`config.mk`:
```
export PLATFORM = sky130hd
export DESIGN_NAME = vp_local_window
export DESIGN_NICKNAME = d
export VERILOG_FILES = /design/src/rtl/vplw_pkg.sv /design/src/rtl/vplw_target.sv /design/src/rtl/vplw_slot.sv /design/src/rtl/vplw_pin_merge.sv /design/src/rtl/vp_local_window.sv
export SDC_FILE = /design/constraint.sdc
export NUM_CORES = 1
export LEC_CHECK = 0
export ABC_AREA = 1
export CAP_MARGIN = 25
export CORE_MARGIN = 3
export CORE_UTILIZATION = 55
export DETAILED_ROUTE_END_ITERATION = 8
export DONT_BUFFER_PORTS = 1
export PLACE_DENSITY = 0.7
export SYNTH_ARGS = -nofsm -noshare
export SYNTH_HDL_FRONTEND = slang
export SYNTH_SLANG_ARGS = --single-unit
```
`constraint.sdc`:
```
create_clock -name clk -period 4.6 [get_ports clk]
set_input_delay 0 -clock clk [delete_from_list [all_inputs] [get_ports clk]]
set_output_delay 0 -clock clk [all_outputs]
set_load 0.02 [all_outputs]
```
`src/rtl/vplw_pkg.sv`:
```
package vplw_pkg;
  localparam int DATA_W   = 32;
  localparam int ADDR_W   = 4;
  localparam int MASK_W   = 6;
  localparam int MAP_PW   = 6;
  localparam int CMP_BIT  = 1;
  localparam int FLAG_BIT = 31;
  localparam logic [MASK_W-1:0] MASK_RST = 6'h32;

  typedef enum logic [ADDR_W-1:0] {
    RG_CTRL  = 4'd0,
    RG_PEND  = 4'd1,
    RG_MASK  = 4'd2,
    RG_MCLR  = 4'd3,
    RG_MSET  = 4'd4,
    RG_CMAP  = 4'd5,
    RG_OTHER = 4'd6,
    RG_IDENT = 4'd7,
    RG_CMPLO = 4'd8,
    RG_CMPHI = 4'd9
  } reg_e;
endpackage

```
`src/rtl/vplw_target.sv`:
```
module vplw_target #(
  parameter int NUM_VP = 4,
  localparam int VP_W = (NUM_VP > 1) ? $clog2(NUM_VP) : 1
) (
  input  logic                   req_other,
  input  logic [VP_W-1:0]        req_vp,
  input  logic [NUM_VP*VP_W-1:0] other_flat,
  output logic [VP_W-1:0]        tgt
);
  always_comb begin
    tgt = req_vp;
    if (req_other) tgt = other_flat[req_vp*VP_W +: VP_W];
  end
endmodule

```
`src/rtl/vplw_slot.sv`:
```
module vplw_slot import vplw_pkg::*; #(
  parameter int NUM_VP  = 4,
  parameter int NUM_PIN = 6,
  parameter int CMP_W   = 32,
  localparam int VP_W = (NUM_VP > 1) ? $clog2(NUM_VP) : 1
) (
  input  logic              clk,
  input  logic              rst,
  input  logic              wr_en,
  input  reg_e              wr_sel,
  input  logic [DATA_W-1:0] wr_data,
  input  logic              expire,
  output logic              pend_cmp,
  output logic [MASK_W-1:0] mask,
  output logic              map_flag,
  output logic [MAP_PW-1:0] map_pin,
  output logic [VP_W-1:0]   other,
  output logic [CMP_W-1:0]  cmp
);
  localparam logic [MAP_PW-1:0] PIN_MAX = MAP_PW'(NUM_PIN - 1);
  localparam logic [DATA_W-1:0] VP_LIM  = DATA_W'(NUM_VP);

  always_ff @(posedge clk) begin
    if (rst) begin
      pend_cmp <= 1'b0;
      mask     <= MASK_RST;
      map_flag <= 1'b1;
      map_pin  <= '0;
      other    <= '0;
      cmp      <= '1;
    end else begin
      if (expire) pend_cmp <= 1'b1;
      if (wr_en) begin
        case (wr_sel)
          RG_MCLR: mask <= mask & ~wr_data[MASK_W-1:0];
          RG_MSET: mask <= mask | wr_data[MASK_W-1:0];
          RG_CMAP: begin
            if (wr_data[MAP_PW-1:0] <= PIN_MAX) begin
              map_flag <= wr_data[FLAG_BIT];
              map_pin  <= wr_data[MAP_PW-1:0];
            end
          end
          RG_OTHER: begin
            if (wr_data < VP_LIM) other <= wr_data[VP_W-1:0];
          end
          RG_CMPLO: begin
            cmp      <= wr_data[CMP_W-1:0];
            pend_cmp <= 1'b0;
          end
          default: ;
        endcase
      end
    end
  end
endmodule

```
`src/rtl/vplw_pin_merge.sv`:
```
module vplw_pin_merge import vplw_pkg::*; #(
  parameter int NUM_PIN = 6
) (
  input  logic               clk,
  input  logic               rst,
  input  logic [NUM_PIN-1:0] shared,
  input  logic               pend_cmp,
  input  logic               mask_cmp,
  input  logic               map_flag,
  input  logic [MAP_PW-1:0]  map_pin,
  output logic [NUM_PIN-1:0] pins
);
  logic               cmp_live;
  logic [NUM_PIN-1:0] nxt;

  assign cmp_live = pend_cmp & mask_cmp & map_flag;

  always_comb begin
    for (int p = 0; p < NUM_PIN; p++)
      nxt[p] = shared[p] | (cmp_live && (map_pin == MAP_PW'(p)));
  end

  always_ff @(posedge clk) begin
    if (rst) pins <= '0;
    else     pins <= nxt;
  end
endmodule

```
`src/rtl/vp_local_window.sv`:
```
module vp_local_window import vplw_pkg::*; #(
  parameter int NUM_VP  = 4,
  parameter int NUM_PIN = 6,
  parameter int CMP_W   = 32,
  localparam int VP_W = (NUM_VP > 1) ? $clog2(NUM_VP) : 1
) (
  input  logic                      clk,
  input  logic                      rst,
  input  logic                      req_valid,
  input  logic                      req_write,
  input  logic                      req_other,
  input  logic [VP_W-1:0]           req_vp,
  input  logic [ADDR_W-1:0]         req_addr,
  input  logic [DATA_W-1:0]         req_wdata,
  input  logic [NUM_VP-1:0]         cmp_expire,
  input  logic [NUM_VP*NUM_PIN-1:0] shared_pin,
  output logic                      rsp_valid,
  output logic [DATA_W-1:0]         rsp_rdata,
  output logic [NUM_VP*NUM_PIN-1:0] vp_pin,
  output logic [NUM_VP*CMP_W-1:0]   cmp_value
);
  logic [VP_W-1:0]        tgt;
  logic [NUM_VP*VP_W-1:0] other_flat;
  logic                   s_pend [NUM_VP];
  logic [MASK_W-1:0]      s_mask [NUM_VP];
  logic                   s_flag [NUM_VP];
  logic [MAP_PW-1:0]      s_pin  [NUM_VP];
  logic [VP_W-1:0]        s_oth  [NUM_VP];
  logic [CMP_W-1:0]       s_cmp  [NUM_VP];
  reg_e                   sel;
  logic                   do_wr;
  logic                   do_rd;
  logic [DATA_W-1:0]      rd;

  assign sel   = reg_e'(req_addr);
  assign do_wr = req_valid & req_write;
  assign do_rd = req_valid & ~req_write;

  vplw_target #(.NUM_VP(NUM_VP)) u_tgt (
    .req_other (req_other),
    .req_vp    (req_vp),
    .other_flat(other_flat),
    .tgt       (tgt)
  );

  for (genvar v = 0; v < NUM_VP; v++) begin : g_vp
    vplw_slot #(.NUM_VP(NUM_VP), .NUM_PIN(NUM_PIN), .CMP_W(CMP_W)) u_slot (
      .clk     (clk),
      .rst     (rst),
      .wr_en   (do_wr && (tgt == VP_W'(v))),
      .wr_sel  (sel),
      .wr_data (req_wdata),
      .expire  (cmp_expire[v]),
      .pend_cmp(s_pend[v]),
      .mask    (s_mask[v]),
      .map_flag(s_flag[v]),
      .map_pin (s_pin[v]),
      .other   (s_oth[v]),
      .cmp     (s_cmp[v])
    );

    vplw_pin_merge #(.NUM_PIN(NUM_PIN)) u_merge (
      .clk     (clk),
      .rst     (rst),
      .shared  (shared_pin[v*NUM_PIN +: NUM_PIN]),
      .pend_cmp(s_pend[v]),
      .mask_cmp(s_mask[v][CMP_BIT]),
      .map_flag(s_flag[v]),
      .map_pin (s_pin[v]),
      .pins    (vp_pin[v*NUM_PIN +: NUM_PIN])
    );

    assign other_flat[v*VP_W +: VP_W] = s_oth[v];
    assign cmp_value[v*CMP_W +: CMP_W] = s_cmp[v];
  end

  always_comb begin
    rd = '0;
    case (sel)
      RG_PEND:  rd[CMP_BIT] = s_pend[tgt];
      RG_MASK:  rd[MASK_W-1:0] = s_mask[tgt];
      RG_CMAP: begin
        rd[FLAG_BIT]     = s_flag[tgt];
        rd[MAP_PW-1:0]   = s_pin[tgt];
      end
      RG_OTHER: rd[VP_W-1:0] = s_oth[tgt];
      RG_IDENT: rd[VP_W-1:0] = tgt;
      RG_CMPLO: rd[CMP_W-1:0] = s_cmp[tgt];
      default:  rd = '0;
    endcase
  end

  always_ff @(posedge clk) begin
    if (rst) begin
      rsp_valid <= 1'b0;
      rsp_rdata <= '0;
    end else begin
      rsp_valid <= do_rd;
      rsp_rdata <= do_rd ? rd : '0;
    end
  end
endmodule

```
==> impl_metrics.ini, run 1 <==
[worst_setup_path]
slowest_delay_ps = 600
cp_data_arrival_time_ps = 3530
required_ps = 5030
slowest_stage = nor2_8
path_max_fanout = 35
critical_path.endpoint_type = flop
worstSetupStartpointType = flop
critical_path.top_delay_family = simple AND/OR/NAND/NOR gates
worstPathCellList = nand2_1, nand3_1, nand2_2, nand2_4, nor2_8, nand2_4, nor2_2, inv_1, nand2_1, nor2_1, dlygate4sd3_1
cp_num_buf_inv = 2
crit_type = flop to flop

[flow_run]
drv_cap = 0

[floorplan]
core_area_sq_um = 18100
die_area_sq_um = 20300
ios = 256
fp.dieW_microns = 143
rows = 49
initial_utilization_pct = 56.5
die_h_microns = 143

[logic_synthesis]
synth_sequential_area_ratio_pct = 48.6
yosysWarnings = 0
synth_cells = 1322
ys_ff_latch = 249
synth_area_sq_um = 10200
synth.avg_cell_area_sq_um = 7.75
synth.distinct_cells = 33
syn-num-nets = 1393

[final_layout]
multi_input_area_sq_um = 4560
fillers = 1525
fin_nets = 1434
drive_gt1_share_pct = 8.39
n_antenna_cell = 0
fin_area_sq_um = 12000
syn_to_final_growth_pct = 17.5
final_common_cell = nand2_1
final_cell_mix = 367 x nand2_1, 249 x dfxtp_1, 114 x nand3_1
regArea_sq_um = 4980

[power]
power_mw = 4.87
pwr-share-comb_pct = 6.7
clockPowerShare_pct = 47.7
p_seq_share_pct = 45.5
internal_power_mw = 3.72
powerDensity_nw_per_um2 = 404
peakVddDrop_mv = 0.268
cellLeakagePower_nw = 5.63
swShare_pct = 23.5
power.switching_mw = 1.15

[detailed_routing]
ant_nets = 0
routed_wl_microns = 32800
drcViolationCount = 0
first_pass_iters = 6
num_vias = 9479
wl_per_cell_microns = 20.4
drtIter0Drc = 971
post_drt_via_cell_ratio = 5.88

[cts]
cts_tree = done
clock_path_buffers = 3
clock-sinks = 249
htree_levels = 1
post_cts_resized = 0
clkTransAtPathRegs_ps = 60
cts_root_buffer = clkbuf_16
insertion_delay_ps = 540
cts_made_buffers = 27

[placement]
gp_congestion = 0.951
placed_area_sq_um = 10200
hpwl_microns = 21400
portBuffers = 0

[sta]
final.setup.tns_ps = 0
max_freq_mhz = 322
finalHoldViolations = 0
setup_viol = 0
grt_setup_unrepaired = no
fin_crit_sh_pct = 67.5
maxSlewHeadroom_pct = 36.5
worst_clock_skew_ps = 15.3
worst_pin_slew_ps = 951
fin_crit_ps = 3110
finalMaxSlewViolations = 0

[hold_path]
hp-class = input port to flop

[global_routing]
grt_max_degree = 123
grt_pass1_vias = 8899
gr-usage-all-layers_pct = 31.0
grt_overflow = 0
grt_pass1_wl_microns = 50600
grt_antenna_before_repair = 1

[status]
status = complete, no violations
path summary, 6_finish.rpt:
path	start	to	slack [ps]	depth (start not counted)
worst min-delay path	req_wdata[22]	g_vp[2].u_slot.other[0]	6	7
worst max-delay path	g_vp[3].u_slot.other[0]	g_vp[2].u_slot.map_pin[5]	1490	11
worst max register to register	g_vp[3].u_slot.other[0]	g_vp[2].u_slot.map_pin[5]	1490	11
worst min register to register	g_vp[2].u_slot.map_pin[4]	g_vp[2].u_slot.map_pin[4]	460	2
logic make-up (layout without fill, tap and decap cells):
logic type	count (synthesis)	after routing	share of synthesized area [%]
DFF	249	249	48.6
buffers and inverters	168	229	6.92
and+or+nand+nor	643	643	27.1
AOI/OAI and AO/OA	262	262	17.4
what timing repair did:
| item | 4_1_cts | 5_1_grt |
|---|---|---|
| endpoints found under the setup margin | 0 | 0 |
| hold endpoints to repair | 223 | 1 |
| setup buffers | 0 | 0 |
| hold buffers | 80 | 1 |
power groups by stage:
stage / logic, mW / registers [mW] / clock network (mW)
2_1_floorplan: 0.197 / 2.26 / 0
3_3_place_gp: 0.241 / 2.27 / 0
3_5_place_dp: 0.243 / 2.27 / 0
4_1_cts: 0.319 / 2.22 / 2.35
5_1_grt: 0.358 / 2.22 / 2.45
6_report: 0.327 / 2.22 / 2.33
area by class of cell:
| class | count | area share, % |
|---|---|---|
| sequential | 249 | 41.4 |
| multi-input combinational | 905 | 37.8 |
| clock inverter | 14 | 1.85 |
| clock buffer | 35 | 6.19 |
| inverter | 91 | 2.88 |
| tap | 229 | 2.38 |
| timing repair buffer | 89 | 7.52 |
per-layer routing:
layer	vias up	GRT usage (%)	part of all wire, %
met5	-	0	0.027
met4	2	9.35	2.8
met3	65	8.20	11
met2	520	48.3	45
met1	4360	42.5	41
li1	4532	-	-
sequential cells by signal, summed over array words and instances, names as in the netlist, named ones only:
name                  cells
rsp_rdata                32
g_vp.u_slot.other         8
g_vp.u_merge.pins        24
g_vp.u_slot.cmp         128
rsp_valid                 1
g_vp.u_slot.map_flag      4
g_vp.u_slot.pend_cmp      4
g_vp.u_slot.map_pin      24
cell usage after synthesis:
cell	instances	area, sq um
nand2_1	367	1380
dfxtp_1	249	4980
nand3_1	114	571
nor2_1	91	342
inv_1	79	297
a21oi_1	76	380
a22oi_1	54	405
o21ai_0	53	265
o211ai_1	44	330
clkbuf_1	36	135
buf_2	30	150
nor3_1	30	150
o211ai_2	29	363
nand4_1	15	93.8
inv_2	10	37.5
nand2_2	6	37.5
nand2_4	5	56.3
buf_1	4	15.0
buf_6	4	45.0
nor2_2	4	25.0
a31oi_1	3	18.8
buf_4	3	22.5
nor4_1	3	18.8
clkinv_1	2	7.51
nor2_4	2	22.5
nor2_8	2	40.0
nand3_2	1	10.0
nand3b_1	1	7.51
nand4_2	1	12.5
nor3_2	1	10.0
o21ai_1	1	5.00
o21bai_1	1	7.51
o22ai_1	1	6.26
worst register-to-register path: stages (launching register included):
cell and delay [ps]:
dfxtp_1 320, nand2_1 80, nand3_1 90, nand2_2 220
nand2_4 300, nor2_8 610, nand2_4 190, nor2_2 390
inv_1 130, nand2_1 80, nor2_1 40, dlygate4sd3_1 550
through the flow:
stage	setup slack, ps	instances	hold slack, ps	util, %
floorplan	3030	1322	113	-
global placement	1580	1480	73.4	56.3
detailed placement	1500	1480	75.3	56.3
CTS	1480	1609	2.53	66.1
global route	1240	1612	48.9	66.4
finish	1490	1612	5.53	66.4
Power figures use the tool's default switching activity.
==> run 2: changes to the inputs <==
- ABC_AREA: 1 -> 0
- clock period: 4.6 -> 3 ns (I/O delays scaled with it)
==> run 2 against run 1 <==
Design area increased by 2.4%; core utilization is 0.69 points higher; clock power rose by 40%; sequential cell count stayed put; sequential share of layout area decreased by 0.97 points; highest routed layer is now met4.
==> impl_metrics.ini, run 2 <==
[final_layout]
finalNonFillerCells = 1374
n_antenna_cell = 0
drive_gt1_share_pct = 9.96
final_cell_mix = 249 x dfxtp_1, 175 x nand2_1, 81 x a211o_1
final_common_cell = dfxtp_1
syn_to_final_growth_pct = 17.2
largest_reg_flops = 128
final_util_pct = 67.1
top_regs = g_vp.u_slot.cmp: 128 flops, rsp_rdata: 32 flops
largest-register = g_vp.u_slot.cmp
fin_nets = 1198

[power]
peakVddDrop_mv = 0.433
clockPowerShare_pct = 46.4
powerDensity_nw_per_um2 = 570
power.switching_mw = 1.57
power_mw = 7.03
cellLeakagePower_nw = 4.87
internal_power_mw = 5.46
pwr-share-comb_pct = 5.3
swShare_pct = 22.4
p_seq_share_pct = 48.3

[sta]
finalMaxSlewViolations = 0
worst_pin_slew_ps = 1000
fin_crit_sh_pct = 89.7
grt_setup_unrepaired = no
fin_crit_ps = 2690
finalHoldViolations = 0
setup_ws_ps = 310
setup_viol = 0
maxSlewHeadroom_pct = 33.3
max_freq_mhz = 372
final.setup.tns_ps = 0
worst_clock_skew_ps = 7.84

[logic_synthesis]
synth_sequential_area_ratio_pct = 47.3
synth_area_sq_um = 10500
synth_cells = 1081
synth.distinct_cells = 48
synth_most_common_cell = dfxtp_1
ys_top_cells_by_count = 249 x dfxtp_1, 175 x nand2_1, 81 x a211o_1, 77 x nor2_1, 69 x nor2b_1
ys.flop_type = dfxtp_1
yosysWarnings = 0
async_flop_share_pct = 0
synth_edf_count = 0
syn-num-nets = 1152
ys_ff_latch = 249
synth_largest_area_cell = dfxtp_1
synth_area_leaders = dfxtp_1 47%, mux4_2 7.7%, a211o_1 6.7%
yosysTopAreaCellShare_pct = 47.3
synth.avg_cell_area_sq_um = 9.74

[cts]
cts_root_buffer = clkbuf_16
insertion_delay_ps = 530
clock_path_buffers = 3
clock-sinks = 249
cts_tree = done
htree_levels = 1
clkTransAtPathRegs_ps = 60
cts_made_buffers = 26

[detailed_routing]
first_pass_iters = 5
routed_wl_microns = 30700
drtIter0Drc = 698
num_vias = 8392
drcViolationCount = 0
ant_nets = 0
wl_per_cell_microns = 22.4
post_drt_via_cell_ratio = 6.11

[worst_setup_path]
cp_num_buf_inv = 1
slowest_stage = dlygate4sd3_1
path_max_fanout = 12
required_ps = 3400
worstSetupStartpointType = flop
slowest_delay_ps = 570
critical_path.endpoint_type = flop
crit_top_cell = mux2i_1
critical_path.top_delay_family = simple AND/OR/NAND/NOR gates
worstPathCellList = mux2i_1, nor3b_1, a21o_2, and3_1, nand2_1, mux2i_1, dlygate4sd3_1, nor2_1
crit_type = flop to flop
cp_data_arrival_time_ps = 3090

[global_routing]
grt_overflow = 0
grt_antenna_before_repair = 0
grt_pass1_wl_microns = 46800
gr-usage-all-layers_pct = 28.5
grt_pass1_vias = 8102
grt_max_degree = 201

[floorplan]
fp.dieW_microns = 144
rows = 49
ios = 256
die_area_sq_um = 20800
initial_utilization_pct = 57.3
die_h_microns = 144
core_area_sq_um = 18400

[status]
status = complete, no violations

[placement]
portBuffers = 0
pre_cts_ws_ps = 499
gp_congestion = 0.879
placed_cells = 1246
hpwl_microns = 18900

[hold_path]
hp-class = input port to flop

[flow_run]
drv_cap = 0
run 2: cell count changes in the layout (fill, tap and decap cells not counted), moves of 66 or more:
cell and delta:
nand2_1 -192, nand3_1 -100, a211o_1 +81, nor2b_1 +69, inv_1 -68, nand3b_1 +66
run 2: logic make-up after synthesis:
family                 count (synthesis)  synth area share [%]
AND/OR/NAND/NOR                      500                  24.8
AO/OA/AOI/OAI                        142                  10.4
flip-flops                           249                  47.3
multiplexers                          92                  13.0
buffers and inverters                 98                  4.47
run 2: final timing paths:
kind | start | endpoint | slack [ps] | depth (start not counted)
setup / recovery | g_vp[0].u_slot.other[1] | flop | 310 | 8
setup reg to reg | g_vp[0].u_slot.other[1] | flop | 310 | 8
hold / removal | req_vp[1] | g_vp[0].u_slot.other[1] | 20 | 4
hold reg to reg | flop | flop | 460 | 2
run 2: tightest hold or removal path, stage by stage:
cell and delay, ps:
a21oi_4 160, nand3_1 200, mux2i_1 90, nor2_1 70
run 2: cell type report:
class	count	area, sq um
Multi-Input combinational cell	735	5120
Sequential cell	249	4980
Timing Repair Buffer	105	1040
Tap cell	229	287
Clock inverter	8	126
Inverter	10	37.5
Fill cell	1441	6050
Clock buffer	38	736
run 2: metal layers:
metal,global-route usage (%),vias up,routed length (microns)
met1,37.2,4003,12300
met4,8.15,0,875
met5,0,-,0
li1,-,3883,-
met2,46.8,435,14300
met3,7.64,71,3330
run 2: power by group through the flow:
stage / Clock, mW / Sequential [mW] / Combinational [mW]
after floorplan: 0 / 3.46 / 0.220
after global placement: 0 / 3.47 / 0.203
after detailed placement: 0 / 3.47 / 0.205
final: 3.26 / 3.40 / 0.374
after CTS: 3.30 / 3.40 / 0.365
after global routing: 3.43 / 3.40 / 0.401
run 2: metrics by stage:
step	hold WS (ps)	cell area (sq um)
floorplan	117	10500
global placement	86.5	10600
detailed placement	87.3	10600
CTS	6.08	12300
global route	45.9	12300
finish	22.5	12300
run 2: repair_timing:
item	in CTS	in global routing
endpoints found under the hold margin	221	0
gates resized for setup	0	1
hold buffers	81	0
setup buffers	0	0
setup endpoints to repair	0	1
